--- src/rtl/link_sleep_fsm.sv ---
module link_sleep_fsm #(
  parameter int SEC_TICKS   = 1000,
  parameter int OFS_NEG     = 80,
  parameter int OFS_POS     = 60,
  parameter int BURST_TICKS = 16,
  parameter int WAKE_SECS   = 2
) (
  input  logic       clk,
  input  logic       rst_n,
  input  logic       tick_i,
  input  logic       en_i,
  input  logic       energy_i,
  input  logic       link_i,
  input  logic       an_en_i,
  input  logic [1:0] sleep_sel_i,
  input  logic [1:0] tmo_sel_i,
  input  logic       rnd_i,
  output logic [1:0] state_o,
  output logic       pwr_dn_o,
  output logic [1:0] burst_o
);
  localparam int SPAN = OFS_NEG + OFS_POS + 1;
  localparam int CW   = $clog2(4 * SEC_TICKS + OFS_POS + 1) + 1;
  localparam int OW   = (SPAN > 1) ? $clog2(SPAN) : 1;
  localparam int BW   = (BURST_TICKS > 1) ? $clog2(BURST_TICKS) : 1;
  localparam logic [CW-1:0] SEC  = CW'(SEC_TICKS);
  localparam logic [CW-1:0] WAKE = CW'(WAKE_SECS * SEC_TICKS);

  typedef enum logic [1:0] {S_LP = 2'b00, S_WAKE = 2'b01, S_NORM = 2'b10} st_t;

  st_t           st, st_n;
  logic [CW-1:0] cnt;
  logic [OW-1:0] ofs;
  logic [BW-1:0] bcnt;
  logic          pair;
  logic [15:0]   lfsr;
  logic [CW-1:0] slp_lim, tmo_lim;
  logic [OW-1:0] ofs_next;
  logic          fire;

  assign slp_lim  = CW'(sleep_sel_i) * SEC + SEC + CW'(ofs) - CW'(OFS_NEG);
  assign tmo_lim  = CW'(tmo_sel_i) * SEC + SEC;
  assign ofs_next = OW'(lfsr % 16'(SPAN));
  assign fire     = (st == S_WAKE) && tick_i && (bcnt == '0);

  assign state_o  = st;
  assign pwr_dn_o = (st != S_NORM);
  assign burst_o  = fire ? (pair ? 2'b10 : 2'b01) : 2'b00;

  always_comb begin
    st_n = st;
    if (!en_i) st_n = S_NORM;
    else begin
      case (st)
        S_LP:   if (energy_i) st_n = S_NORM;
                else if (tick_i && cnt >= slp_lim - 1'b1) st_n = S_WAKE;
        S_WAKE: if (energy_i) st_n = S_NORM;
                else if (tick_i && cnt >= WAKE - 1'b1) st_n = S_LP;
        S_NORM: if (an_en_i && !link_i && tick_i && cnt >= tmo_lim - 1'b1) st_n = S_LP;
        default: st_n = S_LP;
      endcase
    end
  end

  always_ff @(posedge clk) begin
    if (!rst_n) begin
      st   <= S_LP;
      cnt  <= '0;
      ofs  <= OW'(OFS_NEG);
      bcnt <= '0;
      pair <= 1'b0;
      lfsr <= 16'hACE1;
    end else begin
      lfsr <= {lfsr[14:0], lfsr[15] ^ lfsr[13] ^ lfsr[12] ^ lfsr[10] ^ rnd_i};
      st   <= st_n;
      if (st_n != st) begin
        cnt  <= '0;
        bcnt <= '0;
        pair <= 1'b0;
        if (st_n == S_LP) ofs <= ofs_next;
      end else if (!en_i) begin
        cnt <= '0;
      end else if (st == S_NORM) begin
        if (!an_en_i || link_i) cnt <= '0;
        else if (tick_i) cnt <= cnt + 1'b1;
      end else if (tick_i) begin
        cnt <= cnt + 1'b1;
        if (st == S_WAKE) begin
          bcnt <= (bcnt == BW'(BURST_TICKS - 1)) ? '0 : bcnt + 1'b1;
          if (fire) pair <= ~pair;
        end
      end
    end
  end

  AST_STATE_LEGAL: assert property (@(posedge clk) disable iff (!rst_n)
    state_o != 2'b11);
  AST_ENERGY_WAKES: assert property (@(posedge clk) disable iff (!rst_n)
    (en_i && energy_i && state_o != 2'b10) |=> state_o == 2'b10);
  AST_DISABLE_HOLD: assert property (@(posedge clk) disable iff (!rst_n)
    !en_i |=> (state_o == 2'b10 && !pwr_dn_o));
  AST_FORCED_STAY: assert property (@(posedge clk) disable iff (!rst_n)
    (en_i && !an_en_i && state_o == 2'b10) |=> state_o == 2'b10);
  AST_LINK_KEEPS: assert property (@(posedge clk) disable iff (!rst_n)
    (en_i && link_i && state_o == 2'b10) |=> state_o == 2'b10);
  AST_NO_TICK_FREEZE: assert property (@(posedge clk) disable iff (!rst_n)
    (en_i && !tick_i && !energy_i) |=> $stable(state_o));
  AST_BURST_IN_WAKE: assert property (@(posedge clk) disable iff (!rst_n)
    (burst_o != 2'b00) |-> (pwr_dn_o && state_o == 2'b01));
endmodule

--- config.mk ---
export PLATFORM = sky130hd
export DESIGN_NAME = link_sleep_fsm
export DESIGN_NICKNAME = d
export VERILOG_FILES = /design/src/rtl/link_sleep_fsm.sv
export SDC_FILE = /design/constraint.sdc
export NUM_CORES = 1
export LEC_CHECK = 0
export BUFFER_PORTS_ARGS = -buffer_cell sky130_fd_sc_hd__buf_2
export CAP_MARGIN = 20
export CELL_PAD_IN_SITES_DETAIL_PLACEMENT = 0
export CELL_PAD_IN_SITES_GLOBAL_PLACEMENT = 1
export CORE_UTILIZATION = 40
export CTS_CLUSTER_SIZE = 40
export DETAILED_ROUTE_END_ITERATION = 10
export GPL_TIMING_DRIVEN = 1
export PLACE_DENSITY_LB_ADDON = 0.15
export SLEW_MARGIN = 20
export SYNTH_ARGS = -nofsm -noshare
export SYNTH_HDL_FRONTEND = slang
export SYNTH_SLANG_ARGS = --single-unit
export TNS_END_PERCENT = 20
--- constraint.sdc ---
create_clock -name clk -period 9.05 [get_ports clk]
set_input_delay 1.81 -clock clk [delete_from_list [all_inputs] [get_ports clk]]
set_output_delay 1.81 -clock clk [all_outputs]
set_load 0.02 [all_outputs]
Yosys cells after proc, flatten, opt, wreduce, memory -nomap -nowiden:

Index checks and enable logic that the tools add are counted.

* flip-flop bits (word level): 44
* bits of input ports: 12
* output and inout bits: 5
* word-level logic and storage cells: 64

* add/sub/neg operators: 8
* multipliers: 2
* divide/modulo/power cells: 1
* order comparisons: 3
* equal/unequal tests: 5
* mux-type cells: 13
* bitwise logic cells: 8
* reductions and logical operators: 18

Operator list (count)
* $mux 13: 3
* $add 12x10->13 const B: 2
* $ge 13x13->1: 2
* $sub 13x1->13 const B: 2
* $mul 2x7->9 const B: 2
* $mod 16x8->16 const B: 1
* $mux 2: 8
* $add 13x1->13 const B: 1
* $add 13x8->13: 1
* $ge 13x11->1 const B: 1
* $sub 13x7->13 const B: 1
* $logic_and 1x1->1: 7
* $pmux 2 s3: 1
* $reduce_and 5->1: 1
* $add 4x1->4 const B: 1
* $eq 4x4->1 const B: 1
* $logic_not 2->1: 2
* $logic_not 4->1: 1
* $mux 4: 1
* $not 1->1: 4
* $reduce_and 4->1: 1
* $xor 1x1->1: 4
* $reduce_or 3->1: 1
* $eq 2x1->1 const B: 1
* 7 further kinds: 8

Longest topological paths before layout:

Gate-level depths: netlist (run 1).

* word-level depth: 13
* mapped depth: 42
* depth with buffers taken out: 36

Worst setup path before layout (run 1):

OpenSTA, ideal clock, no wires.

* kind: flip-flop to flip-flop
* start point: reg lfsr[13]
* end point: reg ofs[1]
* library setup time: 0.068 ns
* arrival: 8.818 ns
* required time: 8.982 ns
* slack: 0.164 ns
* cell stages (with the launch flop): 39
* buffers on the path: 4
* cell sequence: dfxtp_1 -> buf_2 -> nor3_2 -> or3_1 -> and2_1 -> buf_6 -> o311ai_4 -> mux2i_1 -> nor2_1 -> o211ai_1 -> o221ai_1 -> a211oi_2 -> a22oi_2 -> nor4_2 -> o311ai_4 -> o21ai_4 -> xnor2_1 -> or4_1 -> [... 3 more ...] -> and2_1 -> nor2_1 -> ha_1 -> nand4_1 -> a311o_1 -> o2111ai_1 -> o41ai_2 -> a21boi_1 -> nor2_1 -> xnor2_1 -> inv_1 -> ha_1 -> nand2b_1 -> a2111o_1 -> a21o_1 -> buf_6 -> mux2_4 -> o21ai_2

* longest elaborated chain between the ends: 1

Ends and longest elaborated chain
* start, declared: line 36 `logic [15:0] lfsr;`
* start signal, assigned: line 74 `lfsr <= {lfsr[14:0], lfsr[15] ^ lfsr[13] ^ lfsr[12] ^ lfsr[10] ^ rnd_i};`
* $mod 16x8->16: line 43 `assign ofs_next = OW'(lfsr % 16'(SPAN));`
* end signal, assigned: line 69 `ofs <= OW'(OFS_NEG);`
* end signal, assigned: line 80 `if (st_n == S_LP) ofs <= ofs_next;`
* end, declared: line 33 `logic [OW-1:0] ofs;`

Every way passes these cells.
A chain may end at the register's enable or synchronous reset.

Worst setup path in the final report (run 1):

Ends and elaborated chain as after synthesis.

==> metrics.cfg, run 1 <==
[power]
irDropWorstVdd_v = 0.000380
powerDensity_nw_per_um2 = 421
leakage_uw = 0.00299

[place]
dp_cells = 1029
port_buffers = 16
globalplace.congestion = 0.908
dp_hpwl_mm = 12.5
post-place-ws_ns = -0.135

[sta]
finalSetupViolCount = 0
slew_headroom_pct = 42.3
finalSetupTns_ns = 0
fin_crit_sh_pct = 96.3
fmax_ghz = 0.115
slew_viol_final = 0
worst_slack_ns = 0.337
finClkSkew_ns = 0.0109
hold_violations = 0
tightest_slew_ns = 0.865
min_period_ns = 8.71

[cts]
htreeDepth = 2
cts_sinks = 44
clk_path_buf_depth = 2
cts_buffers = 5
clk-insertion-delay-late_ns = 0.29
cts_tree = done
clk_pin_slew_worst_paths_ns = 0.07
cts_root_buf = clkbuf_16

[logic_synthesis]
synth_seq_area_share_pct = 14.3
yosys_warnings = 0
async_flop_share_pct = 0
synth_edf_count = 0
synth.distinct_cells = 97
syn_area_sq_um = 6170
synth_cells = 817
synth_flop_cell = dfxtp_1
ys_ff_latch = 44
synth.avg_cell_area_sq_um = 7.55

[global_routing]
antenna_found_initial = 0
grt_pass1_vias = 5531
grt_max_degree = 27
grt-ovfl-total = 0
grt_pass1_wl_mm = 26.7
track_usage_pct = 20.0

[critical_path]
setup.worst_path.start = lfsr[13]
worstPathMaxFanout = 10
worst-setup-path-type = flop to flop
start_kind = flop
crit_end = ofs[1]
crit_required_ns = 9.27
rr_startpoint = lfsr[13]
ff2ff_path_depth = 36
end_kind = flop
rrSetupSlack_ns = 0.34
cp.arrival_ns = 8.93
critical_path.max_stage_delay_ns = 0.47
reg2reg_to = ofs[1]
crit_slowest_cell = or3_1

[floorplan]
die_area_sq_um = 15900
start_util_pct = 40.7
fp.dieH_um = 126
core-area_sq_um = 15100
row_count = 45
io_pins = 17
die_w_um = 126

[min_path]
min_path_type = flop to flop

[layout]
antenna_cells = 0
layout_common_cells = nor2_1 (76), nand2_1 (62), buf_4 (57)
drive_above_1_share_pct = 20.7
fin_cells = 1054
layout.nets = 931
area_growth_pct = 17.4
final_common_cell = nor2_1
num-fill-cells = 1501

[routing]
initialDrtViolationCount = 395
vias = 6079
drc = 0
drt_wl_total_mm = 16.1
vias_per_cell = 5.77
antenna_left = 0
wl_per_cell_um = 15.3
dr.pass1.iters = 5

[run]
drv_cap = 0

[run_status]
status = complete, no violations

per-layer routing:
metal / vias to the layer above / part of all wire, % / GRT usage [%]
met1: 2847 / 49 / 28.1
met5: - / 0 / 0
li1: 3105 / - / -
met4: 0 / 1.4 / 4.89
met2: 111 / 46 / 32.9
met3: 16 / 3.2 / 1.61
flip-flops by register name, summed over array words and instances (netlist names):
name,count
bcnt,4
cnt,13
lfsr,16
ofs,8
pair,1
state_o,2
power by group:
| part | switching (uW) | internal [uW] | total [uW] | leakage, uW |
|---|---|---|---|---|
| Combinational | 1420 | 1190 | 2610 | 0.00255 |
| Sequential | 24.6 | 209 | 234 | 0.000361 |
| Clock | 77.9 | 131 | 209 | 0.0000804 |
timing repair:
action / 4_1_cts / 5_1_grt
setup endpoints to repair: 7 / 8
hold buffers: 0 / 0
setup buffers: 0 / 17
pin swaps: 1 / 18
resized for setup: 9 / 65
Yosys cell counts (all sizes together) (4+ instances only):
cell | instances | area, sq um
nor2 | 81 | 307
nand2 | 63 | 236
o21ai | 56 | 307
ha | 52 | 651
a21oi | 45 | 225
dfxtp | 44 | 881
inv | 39 | 146
xnor2 | 38 | 333
nand3 | 25 | 130
nand2b | 24 | 150
nor3 | 20 | 115
xor2 | 20 | 175
and2 | 19 | 119
clkbuf | 19 | 71.3
mux2i | 19 | 190
nor2b | 17 | 106
buf | 14 | 80.1
and3 | 13 | 81.3
a211oi | 12 | 95.1
a21o | 12 | 90.1
o211ai | 12 | 95.1
or3 | 12 | 75.1
o21a | 11 | 82.6
nand4 | 10 | 62.6
nor4 | 10 | 96.4
a31oi | 8 | 50.1
a21boi | 7 | 52.6
o31ai | 7 | 66.3
a22oi | 6 | 50.1
mux2 | 6 | 75.1
o21bai | 6 | 45.0
o22ai | 6 | 50.0
o211a | 5 | 57.6
o311ai | 5 | 78.8
o41ai | 5 | 77.6
or2 | 5 | 31.3
a221oi | 4 | 35.0
a2bb2oi | 4 | 35.0
critical path: cells and delay by family, from the launching register on:
kind	cells	cell delay (ns)
xor+xnor	1	0.21
compound gates	19	4.57
buf+inv	2	0.27
mux	3	0.94
simple gates	9	1.84
fa+ha+maj	2	0.41
flops	1	0.41
metrics by stage:
step | utilization, % | power (uW) | hold slack [ns] | instance area, sq um
after floorplan | - | 2110 | 0.429 | 6170
after global placement | 43.8 | 2610 | 0.450 | 6630
after detailed placement | 43.8 | 2640 | 0.453 | 6630
after CTS | 45.1 | 2860 | 0.467 | 6830
after global routing | 47.8 | 3330 | 0.490 | 7240
final | 47.8 | 3050 | 0.460 | 7240
area by class of cell:
type                       count  area, sq um  area share (%)
inverter                      39          146            2.02
clock inverter                 3         46.3           0.639
sequential                    44          900            12.4
clock buffer                   5          125            1.73
tap                          188          235            3.25
timing repair buffer          73          508            7.02
multi-input combinational    702         5280            72.9
cell families after synthesis:
group                    count (synthesis)  synth area share, %
buffers and inverters                   72                 4.83
adder cells (fa/ha/maj)                 56                 11.5
AND/OR/NAND/NOR                        314                 26.6
XOR/XNOR                                58                 8.24
AO/OA/AOI/OAI                          247                 30.2
multiplexers                            25                 4.30
flip-flops                              44                 14.3
other                                    1               0.0608
worst min-delay path by stage:
| stage | startpoint | end | slack (ns) | cells past startpoint |
|---|---|---|---|---|
| floorplan | ofs[6] | ofs[6] | 0.43 | 2 |
| global placement | ofs[5] | ofs[5] | 0.45 | 2 |
| detailed placement | ofs[3] | ofs[3] | 0.45 | 1 |
| CTS | ofs[5] | ofs[5] | 0.47 | 2 |
| global route | ofs[6] | ofs[6] | 0.49 | 2 |
| finish | ofs[5] | ofs[5] | 0.46 | 2 |
Power figures use the tool's default switching activity.
==> run 2, diff against run 1 <==
--- a/config.mk
+++ b/config.mk
@@ -9,7 +9,7 @@
 export CAP_MARGIN = 20
 export CELL_PAD_IN_SITES_DETAIL_PLACEMENT = 0
 export CELL_PAD_IN_SITES_GLOBAL_PLACEMENT = 1
-export CORE_UTILIZATION = 40
+export CORE_UTILIZATION = 44
 export CTS_CLUSTER_SIZE = 40
 export DETAILED_ROUTE_END_ITERATION = 10
 export GPL_TIMING_DRIVEN = 1
==> metrics.cfg, run 2 (synthesized netlist as in run 1, its figures left out) <==
[routing]
vias = 6160  ; +1.3%
drt_wl_total_mm = 16.5  ; +2.2%
wl_per_cell_um = 15.9  ; +3.7%
antenna_left = 0  ; unchanged
vias_per_cell = 5.93  ; +2.8%
initialDrtViolationCount = 318  ; -19%
dr.pass1.iters = 8  ; +3
drc = 0  ; unchanged

[cts]
cts_root_buf = clkbuf_16
clk_path_buf_depth = 2  ; unchanged
clk-insertion-delay-late_ns = 0.28  ; about the same
cts_sinks = 44  ; unchanged
cts_buffers = 5  ; unchanged
cts_hold_buf = 0  ; unchanged
clk_pin_slew_worst_paths_ns = 0.06  ; about the same
cts_tree = done
htreeDepth = 2  ; unchanged

[place]
place_area_sq_um = 6590  ; -0.68%
dp_cells = 1013  ; -1.6%
dp_hpwl_mm = 12.6  ; +1.2%
port_buffers = 16  ; unchanged
globalplace.congestion = 0.911  ; +0.36%

[power]
p_comb_share_pct = 85.4  ; about the same
fin_total_pwr_uw = 3030  ; -0.73%
powerDensity_nw_per_um2 = 422  ; +0.24%
power_frac_seq_pct = 7.8  ; about the same
leakage_uw = 0.00297  ; -0.56%
switching_share_pct = 49.6  ; -0.23 points
p_int_uw = 1520  ; -0.29%
clockPowerShare_pct = 6.9  ; about the same
irDropWorstVdd_v = 0.000292  ; -23%
power_switching_uw = 1500  ; -1.2%

[floorplan]
die_area_sq_um = 14500  ; -8.9%
fp.dieH_um = 120  ; -4.6%
io_pins = 17  ; unchanged
row_count = 42  ; -6.7%
start_util_pct = 45.8  ; +5.1 points
die_w_um = 120  ; -4.6%
core-area_sq_um = 13500  ; -11%

[critical_path]
crit_slowest_cell = or4_1
cp.arrival_ns = 8.87  ; -0.06 ns
critical_path.max_stage_delay_ns = 0.55  ; +0.08 ns
crit_cells = 36  ; unchanged
worstPathMaxFanout = 8  ; -2
start_kind = flop
path_delay_family = compound AO/OA/AOI/OAI gates
crit_required_ns = 9.28  ; about the same
critPathBufInv = 3  ; +1
ff2ff_path_depth = 36  ; unchanged
end_kind = flop
worst-setup-path-type = flop to flop

[layout]
largest_register_ff_count = 16  ; unchanged
layout.nets = 928  ; -0.32%
final_common_cell = nor2_1
antenna_cells = 0  ; unchanged
final_util_pct = 53.3  ; +5.5 points
largest_register = lfsr
drive_above_1_share_pct = 19.6  ; -1.1 points
stdcell_area_sq_um = 7170  ; -0.97%
fin_cells = 1039  ; -1.4%
layout_common_cells = nor2_1 (76), nand2_1 (62), buf_4 (54)
top_regs = lfsr (16), cnt (13), ofs (8)
area_growth_pct = 16.3

[global_routing]
antenna_found_initial = 0  ; unchanged
track_usage_pct = 22.0  ; +2.0 points
grt_max_degree = 27  ; unchanged
grt_pass1_wl_mm = 26.5  ; -0.98%
grt-ovfl-total = 0  ; unchanged
grt_pass1_vias = 5645  ; +2.1%

[sta]
fin_crit_sh_pct = 95.5  ; -0.81 points
finClkSkew_ns = 0.00747  ; -0.00341 ns
finalSetupTns_ns = 0  ; unchanged
fmax_ghz = 0.116  ; +0.85%
hold_violations = 0  ; unchanged
tightest_slew_ns = 0.980  ; +0.115 ns
slew_viol_final = 0  ; unchanged
slew_headroom_pct = 34.6  ; -7.7 points
finalSetupViolCount = 0  ; unchanged
min_period_ns = 8.64  ; -0.0730 ns

[min_path]
min_path_type = flop to flop
whs_path_depth = 2  ; unchanged

[run_status]
status = complete, no violations

[run]
drv_cap = 0  ; unchanged

[run 2: final timing paths]
kind,start,end,slack (ns)
max,lfsr[12],ofs[3],0.41
min,ofs[5],ofs[5],0.46
max reg2reg,lfsr[12],ofs[3],0.41
min reg2reg,ofs[5],ofs[5],0.46
[run 2: final cells by class]
type / count / area (sq um)
fillers: 1313 / 6280
repair buffers: 70 / 485
clock buffers: 5 / 125
well taps: 176 / 220
flip-flops and latches: 44 / 898
clock inverters: 3 / 47.5
inverters: 39 / 146
multi-input cells: 702 / 5250
[run 2: worst reg2reg max path: cells and delay by family (launching register included)]
family / cells / cell delay [ns]
AO/OA/AOI/OAI: 17 / 4.23
XOR/XNOR: 2 / 0.35
adder cells (fa/ha/maj): 2 / 0.37
buffers and inverters: 3 / 0.48
flip-flops: 1 / 0.36
multiplexers: 1 / 0.28
AND/OR/NAND/NOR: 11 / 2.52
[run 2: per-layer routing]
metal	vias to the layer above	routed length [um]	global-route usage [%]
met5	-	0	0
met4	0	353	7.18
met3	28	475	1.70
met2	123	8010	38.4
met1	2918	7660	28.5
li1	3091	-	-
[run 2: what timing repair did]
action	in CTS	in global routing
setup endpoints to repair	7	8
pin swaps	1	28
resized for setup	1	65
cloned	0	0
setup buffers	0	18
[run 2: stage by stage]
step	hold slack, ns	setup WS [ns]
global placement	0.447	-0.0484
global route	0.478	-0.0805
CTS	0.461	0.00619
detailed placement	0.452	-0.126
finish	0.458	0.410
floorplan	0.429	0.164
[run 2: power groups by stage]
stage,clock network (uW),registers [uW],logic (uW)
2_1_floorplan,0,225,1890
3_3_place_gp,0,238,2340
3_5_place_dp,0,239,2370
4_1_cts,214,234,2390
5_1_grt,222,239,2840
6_report,208,235,2590
